`src/rtl/umg_pkg.sv`:
```
`timescale 1ns/1ps
package umg_pkg;

    // bit 1 selects store, bit 0 selects the right (low-part) form
    typedef enum logic [1:0] {
        K_LOAD_HI  = 2'b00,
        K_LOAD_LO  = 2'b01,
        K_STORE_HI = 2'b10,
        K_STORE_LO = 2'b11
    } merge_kind_e;

    typedef enum logic [1:0] {
        S_IDLE  = 2'd0,
        S_READ  = 2'd1,
        S_WRITE = 2'd2
    } seq_state_e;

endpackage

```
`src/rtl/umg_lane_merge.sv`:
```
`timescale 1ns/1ps
module umg_lane_merge #(
    parameter int DATA_W   = 32,
    parameter int OFS_W    = 2,
    parameter bit IS_STORE = 1'b0
) (
    input  logic              from_right,
    input  logic [OFS_W-1:0]  ofs,
    input  logic [DATA_W-1:0] mem_word,
    input  logic [DATA_W-1:0] reg_word,
    output logic [DATA_W-1:0] merged
);
    localparam int SH_W  = OFS_W + 3;
    localparam int LANES = DATA_W / 8;
    localparam logic [DATA_W-1:0] ALL_ONES = '1;

    logic [SH_W-1:0] sh_left;
    logic [SH_W-1:0] sh_right;

    // left form counts lanes from the top, right form from the bottom
    assign sh_left  = {ofs ^ OFS_W'(LANES - 1), 3'b000};
    assign sh_right = {ofs, 3'b000};

    generate
        if (IS_STORE) begin : g_store
            always_comb begin
                if (from_right)
                    merged = (mem_word & ~(ALL_ONES << sh_right)) | (reg_word << sh_right);
                else
                    merged = (mem_word & ~(ALL_ONES >> sh_left)) | (reg_word >> sh_left);
            end
        end else begin : g_load
            always_comb begin
                if (from_right)
                    merged = (mem_word >> sh_right) | (reg_word & ~(ALL_ONES >> sh_right));
                else
                    merged = (mem_word << sh_left) | (reg_word & ~(ALL_ONES << sh_left));
            end
        end
    endgenerate

endmodule

```
`src/rtl/umg_seq.sv`:
```
`timescale 1ns/1ps
module umg_seq
    import umg_pkg::*;
#(
    parameter int DATA_W = 32,
    parameter int ADDR_W = 32,
    parameter int OFS_W  = 2
) (
    input  logic              clk,
    input  logic              rst_n,
    input  logic              op_valid,
    output logic              op_ready,
    input  logic [1:0]        op_kind,
    input  logic [ADDR_W-1:0] op_addr,
    input  logic [DATA_W-1:0] op_reg,
    output logic [1:0]        cap_kind,
    output logic [OFS_W-1:0]  cap_ofs,
    output logic [DATA_W-1:0] cap_reg,
    input  logic [DATA_W-1:0] ld_merged,
    input  logic [DATA_W-1:0] st_merged,
    output logic              rd_req,
    output logic [ADDR_W-1:0] rd_addr,
    input  logic              rd_ack,
    output logic              wr_req,
    output logic [ADDR_W-1:0] wr_addr,
    output logic [DATA_W-1:0] wr_data,
    input  logic              wr_ack,
    output logic              reg_we,
    output logic [DATA_W-1:0] reg_wdata
);
    typedef struct packed {
        seq_state_e        st;
        merge_kind_e       kind;
        logic [ADDR_W-1:0] addr;
        logic [DATA_W-1:0] word;   // operand, then merged result
        logic              we;
    } seq_t;

    seq_t seq_d, seq_q;

    always_comb begin
        seq_d    = seq_q;
        seq_d.we = 1'b0;
        unique case (seq_q.st)
            S_IDLE: begin
                if (op_valid) begin
                    seq_d.st   = S_READ;
                    seq_d.kind = merge_kind_e'(op_kind);
                    seq_d.addr = op_addr;
                    seq_d.word = op_reg;
                end
            end
            S_READ: begin
                if (rd_ack) begin
                    if (seq_q.kind[1]) begin
                        seq_d.word = st_merged;
                        seq_d.st   = S_WRITE;
                    end else begin
                        seq_d.word = ld_merged;
                        seq_d.we   = 1'b1;
                        seq_d.st   = S_IDLE;
                    end
                end
            end
            S_WRITE: begin
                if (wr_ack) seq_d.st = S_IDLE;
            end
            default: seq_d.st = S_IDLE;
        endcase
    end

    always_ff @(posedge clk or negedge rst_n) begin
        if (!rst_n) begin
            seq_q.st   <= S_IDLE;
            seq_q.kind <= K_LOAD_HI;
            seq_q.addr <= '0;
            seq_q.word <= '0;
            seq_q.we   <= 1'b0;
        end else begin
            seq_q <= seq_d;
        end
    end

    logic [ADDR_W-1:0] aligned_addr;
    assign aligned_addr = {seq_q.addr[ADDR_W-1:OFS_W], {OFS_W{1'b0}}};

    assign op_ready  = (seq_q.st == S_IDLE);
    assign cap_kind  = seq_q.kind;
    assign cap_ofs   = seq_q.addr[OFS_W-1:0];
    assign cap_reg   = seq_q.word;
    assign rd_req    = (seq_q.st == S_READ);
    assign rd_addr   = aligned_addr;
    assign wr_req    = (seq_q.st == S_WRITE);
    assign wr_addr   = aligned_addr;
    assign wr_data   = seq_q.word;
    assign reg_we    = seq_q.we;
    assign reg_wdata = seq_q.word;

    AST_RD_HOLD: assert property (@(posedge clk) disable iff (!rst_n)
        (rd_req && !rd_ack) |=> (rd_req && $stable(rd_addr)));
    AST_WR_HOLD: assert property (@(posedge clk) disable iff (!rst_n)
        (wr_req && !wr_ack) |=> (wr_req && $stable(wr_addr) && $stable(wr_data)));
    AST_NO_OVERLAP: assert property (@(posedge clk) disable iff (!rst_n)
        !(rd_req && wr_req));
    AST_WR_AFTER_RD: assert property (@(posedge clk) disable iff (!rst_n)
        $rose(wr_req) |-> ($past(rd_req && rd_ack) && wr_addr == $past(rd_addr)));
    AST_WE_AFTER_ACK: assert property (@(posedge clk) disable iff (!rst_n)
        reg_we |-> ($past(rd_req && rd_ack) && !wr_req));
    AST_WE_PULSE: assert property (@(posedge clk) disable iff (!rst_n)
        reg_we |=> !reg_we);
    AST_BUSY: assert property (@(posedge clk) disable iff (!rst_n)
        (rd_req || wr_req) |-> !op_ready);

endmodule

```
`src/rtl/unaligned_merge_unit.sv`:
```
`timescale 1ns/1ps
module unaligned_merge_unit #(
    parameter int DATA_W = 32,
    parameter int ADDR_W = 32
) (
    input  logic              clk,
    input  logic              rst_n,
    input  logic              op_valid,
    output logic              op_ready,
    input  logic [1:0]        op_kind,
    input  logic [ADDR_W-1:0] op_addr,
    input  logic [DATA_W-1:0] op_reg,
    output logic              rd_req,
    output logic [ADDR_W-1:0] rd_addr,
    input  logic              rd_ack,
    input  logic [DATA_W-1:0] rd_data,
    output logic              wr_req,
    output logic [ADDR_W-1:0] wr_addr,
    output logic [DATA_W-1:0] wr_data,
    input  logic              wr_ack,
    output logic              reg_we,
    output logic [DATA_W-1:0] reg_wdata
);
    localparam int LANES = DATA_W / 8;
    localparam int OFS_W = $clog2(LANES);

    logic [1:0]        cap_kind;
    logic [OFS_W-1:0]  cap_ofs;
    logic [DATA_W-1:0] cap_reg;
    logic [DATA_W-1:0] ld_merged;
    logic [DATA_W-1:0] st_merged;

    umg_seq #(.DATA_W(DATA_W), .ADDR_W(ADDR_W), .OFS_W(OFS_W)) u_seq (
        .clk       (clk),
        .rst_n     (rst_n),
        .op_valid  (op_valid),
        .op_ready  (op_ready),
        .op_kind   (op_kind),
        .op_addr   (op_addr),
        .op_reg    (op_reg),
        .cap_kind  (cap_kind),
        .cap_ofs   (cap_ofs),
        .cap_reg   (cap_reg),
        .ld_merged (ld_merged),
        .st_merged (st_merged),
        .rd_req    (rd_req),
        .rd_addr   (rd_addr),
        .rd_ack    (rd_ack),
        .wr_req    (wr_req),
        .wr_addr   (wr_addr),
        .wr_data   (wr_data),
        .wr_ack    (wr_ack),
        .reg_we    (reg_we),
        .reg_wdata (reg_wdata)
    );

    umg_lane_merge #(.DATA_W(DATA_W), .OFS_W(OFS_W), .IS_STORE(1'b0)) u_ld_merge (
        .from_right (cap_kind[0]),
        .ofs        (cap_ofs),
        .mem_word   (rd_data),
        .reg_word   (cap_reg),
        .merged     (ld_merged)
    );

    umg_lane_merge #(.DATA_W(DATA_W), .OFS_W(OFS_W), .IS_STORE(1'b1)) u_st_merge (
        .from_right (cap_kind[0]),
        .ofs        (cap_ofs),
        .mem_word   (rd_data),
        .reg_word   (cap_reg),
        .merged     (st_merged)
    );

endmodule

```
`config.mk`:
```
export PLATFORM = sky130hd
export DESIGN_NAME = unaligned_merge_unit
export DESIGN_NICKNAME = d
export VERILOG_FILES = /design/src/rtl/umg_pkg.sv /design/src/rtl/umg_lane_merge.sv /design/src/rtl/umg_seq.sv /design/src/rtl/unaligned_merge_unit.sv
export SDC_FILE = /design/constraint.sdc
export NUM_CORES = 1
export LEC_CHECK = 0
export BUFFER_PORTS_ARGS = -buffer_cell sky130_fd_sc_hd__buf_2
export CORE_MARGIN = 2
export CORE_UTILIZATION = 52
export CTS_CLUSTER_DIAMETER = 150
export DETAILED_ROUTE_END_ITERATION = 16
export PLACE_DENSITY = 0.81
export SETUP_SLACK_MARGIN = 0.05
export SYNTH_ARGS = -nofsm -noshare
export SYNTH_HDL_FRONTEND = slang
export SYNTH_SLANG_ARGS = --single-unit
```
`constraint.sdc`:
```
create_clock -name clk -period 2.14 [get_ports clk]
set_clock_uncertainty 0.15 [all_clocks]
set_input_delay 0.428 -clock clk [delete_from_list [all_inputs] [get_ports clk]]
set_output_delay 0.428 -clock clk [all_outputs]
set_load 0.03 [all_outputs]
```
# Yosys cells after proc, flatten, opt, wreduce, memory -nomap -nowiden
# Index checks and enable logic that the tools add are counted.
[totals] ff_bits=69 in_bits=103
[op_classes] eq_ne=5 shifts=8 muxes=12 n_bitwise=13 reduce_logical=5
[ops] operator="$and 32x32->32" count=4
[ops] operator="$not 32->32" count=4
[ops] operator="$or 32x32->32" count=4
[ops] operator="$mux 32" count=3
[ops] operator="$mux 68" count=1
[ops] operator="$pmux 32 s2" count=1
[ops] operator="$shl 32x5->32" count=2
[ops] operator="$shl 32x5->32 const A" count=2
[ops] operator="$shr 32x5->32" count=2
[ops] operator="$shr 32x5->32 const A" count=2
[ops] operator="$mux 33" count=1
[ops] operator="$mux 2" count=3
[ops] operator="$pmux 2 s3" count=1
[ops] operator="$reduce_and 3->1" count=2
[ops] operator="$ne 2x1->1 const B" count=2
[ops] operator="$eq 2x1->1 const B" count=1
[ops] operator="$eq 2x2->1 const B" count=1
[ops] operator="$logic_not 2->1" count=1
[ops] operator="$mux 1" count=2
[ops] operator="$ne 2x2->1 const B" count=1
[ops] operator="$not 2->2" count=1
[ops] operator="$reduce_and 2->1" count=1
[ops] operator="$reduce_bool 2->1" count=1

# Depth between registers and ports, before layout
[logic_depth] ltp_word=9 depth_mapped=8 ltp_nobuf=5

# Modules after synthesis
# A second synthesis with hierarchy kept.
[unflattened] cells_unflattened=813 hier_area_um2=7377.1
[modules_own_cells] mod="umg_seq" instances=1 cells_each=458 area_each_um2=4689.5 seq_area_each_um2=1726.7
[modules_own_cells] mod="umg_lane_merge (u_st_merge)" instances=1 cells_each=178 area_each_um2=1365.1 seq_area_each_um2=0.0
[modules_own_cells] mod="umg_lane_merge (u_ld_merge)" instances=1 cells_each=177 area_each_um2=1322.5 seq_area_each_um2=0.0

# Worst setup path after synthesis
# No wires, ideal clock.
[synth_timing] kind="register to output" startpoint="reg u_seq.seq_q[68] in the netlist's numbering" endpoint="out wr_req" t_arrival_ns=1.313 t_required_ns=1.562 setup_slack_ns=0.249 path_stages_with_launch=5 cell_sequence="dfrtp_1 buf_2 inv_1 clkbuf_1 nor2_1"
[synth_between] elab_chain_cells=1
[synth_rtl] element="start: declaration" line_no="umg_seq.sv:39" rtl="seq_t seq_d, seq_q;"
[synth_rtl] element="start signal: assignment" line_no="umg_seq.sv:80" rtl="seq_q <= seq_d;"
[synth_rtl] element="$eq 2x2->1" line_no="umg_seq.sv:93" rtl="assign wr_req = (seq_q.st == S_WRITE);"
[synth_rtl] element="end: declaration" line_no="unaligned_merge_unit.sv:17" rtl="output logic wr_req,"
# Every way passes these cells.

# Worst setup path after layout
[layout_timing] startpoint="reg u_seq.seq_q (netlist bit u_seq.cap_ofs[0])" endpoint="reg u_seq.seq_q (netlist bit u_seq.cap_reg[9])"
[layout_between] elab_chain_cells=9
[layout_rtl] element="$not 2->2 (no line)"
[layout_rtl] element="$shl 32x5->32 or $shr 32x5->32 (tied branches)" line_no="umg_lane_merge.sv:37, umg_lane_merge.sv:30"
[layout_rtl] element="$not 32->32 (on tied branches)" line_no="umg_lane_merge.sv:37, umg_lane_merge.sv:30"
[layout_rtl] element="$and 32x32->32 (on tied branches)" line_no="umg_lane_merge.sv:37, umg_lane_merge.sv:30"
[layout_rtl] element="$or 32x32->32 (on tied branches)" line_no="umg_lane_merge.sv:37, umg_lane_merge.sv:30"
[layout_rtl] element="$mux 32 (on tied branches)" line_no="umg_lane_merge.sv:34, umg_lane_merge.sv:27"
[layout_rtl] element="$mux 32 *" line_no="umg_seq.sv:55" rtl="if (seq_q.kind[1]) begin"
[layout_rtl] element="$mux 33 *" line_no="umg_seq.sv:54" rtl="if (rd_ack) begin"
[layout_rtl] element="$pmux 32 s2 *" line_no="umg_seq.sv:44" rtl="unique case (seq_q.st)"
# Every way passes the cells marked *; elsewhere a longest branch is shown, timed or not. The select of a mux whose other input is x is not followed.
# A chain may end at the register's enable or synchronous reset.

==> reports/qor.yml <==
run:
  max-cap-violations: 0
timing:
  setup-tns-final_ns: 0
  worst_slew_pin_slew_ns: 0.657
  period_needed_ns: 2.07
  post-route-period-util_pct: 96.7
  relSlewSlack_pct: 56.2
  fin_ws_ns: 0.0697
  rsz0062_at_grt: "true"
  setup_viol: 0
  hold_slack_ns: 0.132
  timing.fmax_mhz: 483
  slew_violations: 0
  hold_violations: 0
critical_path:
  crit_path_start_kind: "register"
  critPathSlowestCell: "mux4_1"
  cp_top_family: "multiplexers"
  rrSetupSlack_ns: 0.07
  crit_chain: "buf_4, mux4_1, a21oi_2, nor2_1, o32a_1"
  cp_max_fo: 9
  critical_path_buf_inv_count: 1
  cp_data_required_time_ns: 2.21
  path_depth: 5
  worstRegToRegCells: 5
  path_class: "register to register"
  critPathMaxStageDelay_ns: 0.57
  r2r-start: "u_seq.cap_ofs[0]"
  regToRegEndpoint: "u_seq.cap_reg[9]"
  endpoint_kind: "register"
  crit_arrival_ns: 2.14
clock_tree:
  clock_latency_ns: 0.34
  htree_levels: 3
  cts_sinks: 69
  cts_tree: "yes"
  cts_made_buffers: 9
  cts_root_buf: "clkbuf_16"
  clk_pin_slew_ns: 0.06
  cts.path.max_buffers: 2
yosys:
  synth.distinct_cells: 58
  ys_ff_latch: 69
  syn_inst: 752
  synth_warnings: 0
  ys_async_sr_fraction_pct: 100
  synth-seq-area-share_pct: 24.5
  syn_avg_cell_area_um2: 9.38
  synth_edf_count: 0
  ys.flop_type: "dfrtp_1"
  syn_area_mm2: 0.00705
detailed_routing:
  wl_per_cell_um: 19.6
  dr.pass1.iters: 6
  via_per_inst: 6.30
  drc: 0
  drt_iter0_markers: 588
  ant_nets: 0
  totalWireLength_um: 20700
  dr_total_vias: 6631
grt:
  grt_pass1_vias: 6150
  grt-ovfl-total: 0
  grt_pass1_wl_um: 31500
  grt_start_max_net_pins: 37
  grt_use_total_pct: 27.5
  antenna_found_initial: 0
worst_hold_path:
  hold_depth: 2
  hold_start: "wr_ack"
  hold_end: "u_seq.seq_q[68]"
  hp-class: "input port to register"
layout:
  fin_util_pct: 60.6
  drive_gt1_share_pct: 46.1
  antenna_cells: 0
  largest_reg_flops: 32
  nFillCells: 1128
  layout_common_cells: "buf_2 (229), dfrtp_1 (64), nand2_1 (61)"
  syn_to_final_growth_pct: 13.9
  final_common_cell: "buf_2"
  nets: 975
power:
  ir_worst_vdd_uv: 966
  powerDensity_mw_per_mm2: 1950
  p_leak_nw: 3.66
  p_total_mw: 15.7
floorplanning:
  core_mm2: 0.0132
  die_area_mm2: 0.0145
  ioPinCount: 235
  rows: 42
  initial_core_util_pct: 53.2
  die_h_um: 120
  die_x_um: 120
status:
  run_status: "finished, final reports clean"
place:
  place.port_buffers: 230
  dp_slack_ns: 0.0139
  gp_congestion: 0.946
  dp_hpwl_um: 15000
[worst max-delay path by stage]
stage	start	endpoint	slack, ns
after CTS	u_seq.seq_q[68]	wr_req	0.02
after global routing	u_seq.cap_ofs[0]	u_seq.cap_reg[9]	0.01
after detailed placement	u_seq.cap_ofs[0]	u_seq.cap_reg[29]	0.01
final	u_seq.cap_ofs[0]	u_seq.cap_reg[9]	0.07
after global placement	u_seq.cap_ofs[0]	u_seq.cap_reg[29]	0.09
after floorplan	u_seq.seq_q[68]	wr_req	0.25
[worst register-to-register path: stages, from the launching register on]
cell	delay, ns
dfrtp_4	0.53
buf_4	0.17
mux4_1	0.57
a21oi_2	0.16
nor2_1	0.05
o32a_1	0.33
[per-stage QoR]
stage / instances / cell area [µm²]
6_report: 1053 / 8030
5_1_grt: 1053 / 8030
4_1_cts: 1052 / 7980
3_5_place_dp: 1031 / 7590
3_3_place_gp: 1031 / 7590
2_1_floorplan: 755 / 7060
[final cells by class]
cell class	count	area, µm²	area share (%)
Clock buffer	9	225	2.80
Clock inverter	7	124	1.54
Inverter	7	32.5	0.405
Multi-Input combinational cell	491	3970	49.4
Sequential cell	69	1740	21.6
Tap cell	176	220	2.74
Timing Repair Buffer	294	1720	21.5
[report_power, final]
part	internal (mW)	switching [mW]	total [mW]
combinational	4.32	6.58	10.9
sequential	1.98	1.04	3.02
clock	1.14	0.616	1.76
total	7.44	8.24	15.7
[per-layer routing]
metal  wire (µm)  vias to the layer above  part of all wire [%]  track usage, %
li1            -                     2899                     -               -
met1        7830                     3138                    38            35.2
met2        9800                      521                    47            44.9
met3        2390                       73                    12            5.52
met4         667                        0                   3.2            12.7
met5           0                        -                     0               0
[cells by family (layout without fill, tap and decap cells)]
| logic type | after synthesis | in the layout | share of synthesized area, % |
|---|---|---|---|
| AO/OA/AOI/OAI | 180 | 180 | 16.9 |
| buffers and inverters | 195 | 317 | 19.9 |
| flip-flops | 69 | 69 | 24.5 |
| multiplexers | 140 | 140 | 28.0 |
| other | 1 | 4 | 0.0532 |
| AND/OR/NAND/NOR | 167 | 167 | 10.7 |
[what timing repair did]
item | 4_1_cts | 5_1_grt
gates cloned | 0 | 0
hold buffers | 1 | 0
buffers inserted | 4 | 1
setup endpoints to repair | 4 | 14
resized for setup | 1 | 15
hold endpoints to repair | 33 | 0
[synth_stat cells, types with 12 or more instances]
cell type / number / area, µm²
nor2_1: 58 / 218
o22ai_1: 14 / 87.6
buf_4: 135 / 1010
mux4_2: 31 / 698
nand3_1: 14 / 70.1
mux2_2: 43 / 484
clkbuf_1: 12 / 45.0
o211ai_1: 14 / 105
o21ai_0: 37 / 185
buf_2: 23 / 115
dfrtp_1: 69 / 1730
a211oi_1: 23 / 173
a31oi_1: 17 / 106
buf_6: 12 / 135
nand2_1: 61 / 229
mux2i_1: 58 / 581
a21oi_1: 29 / 145
Note: power is estimated with default switching activity, not from simulation.
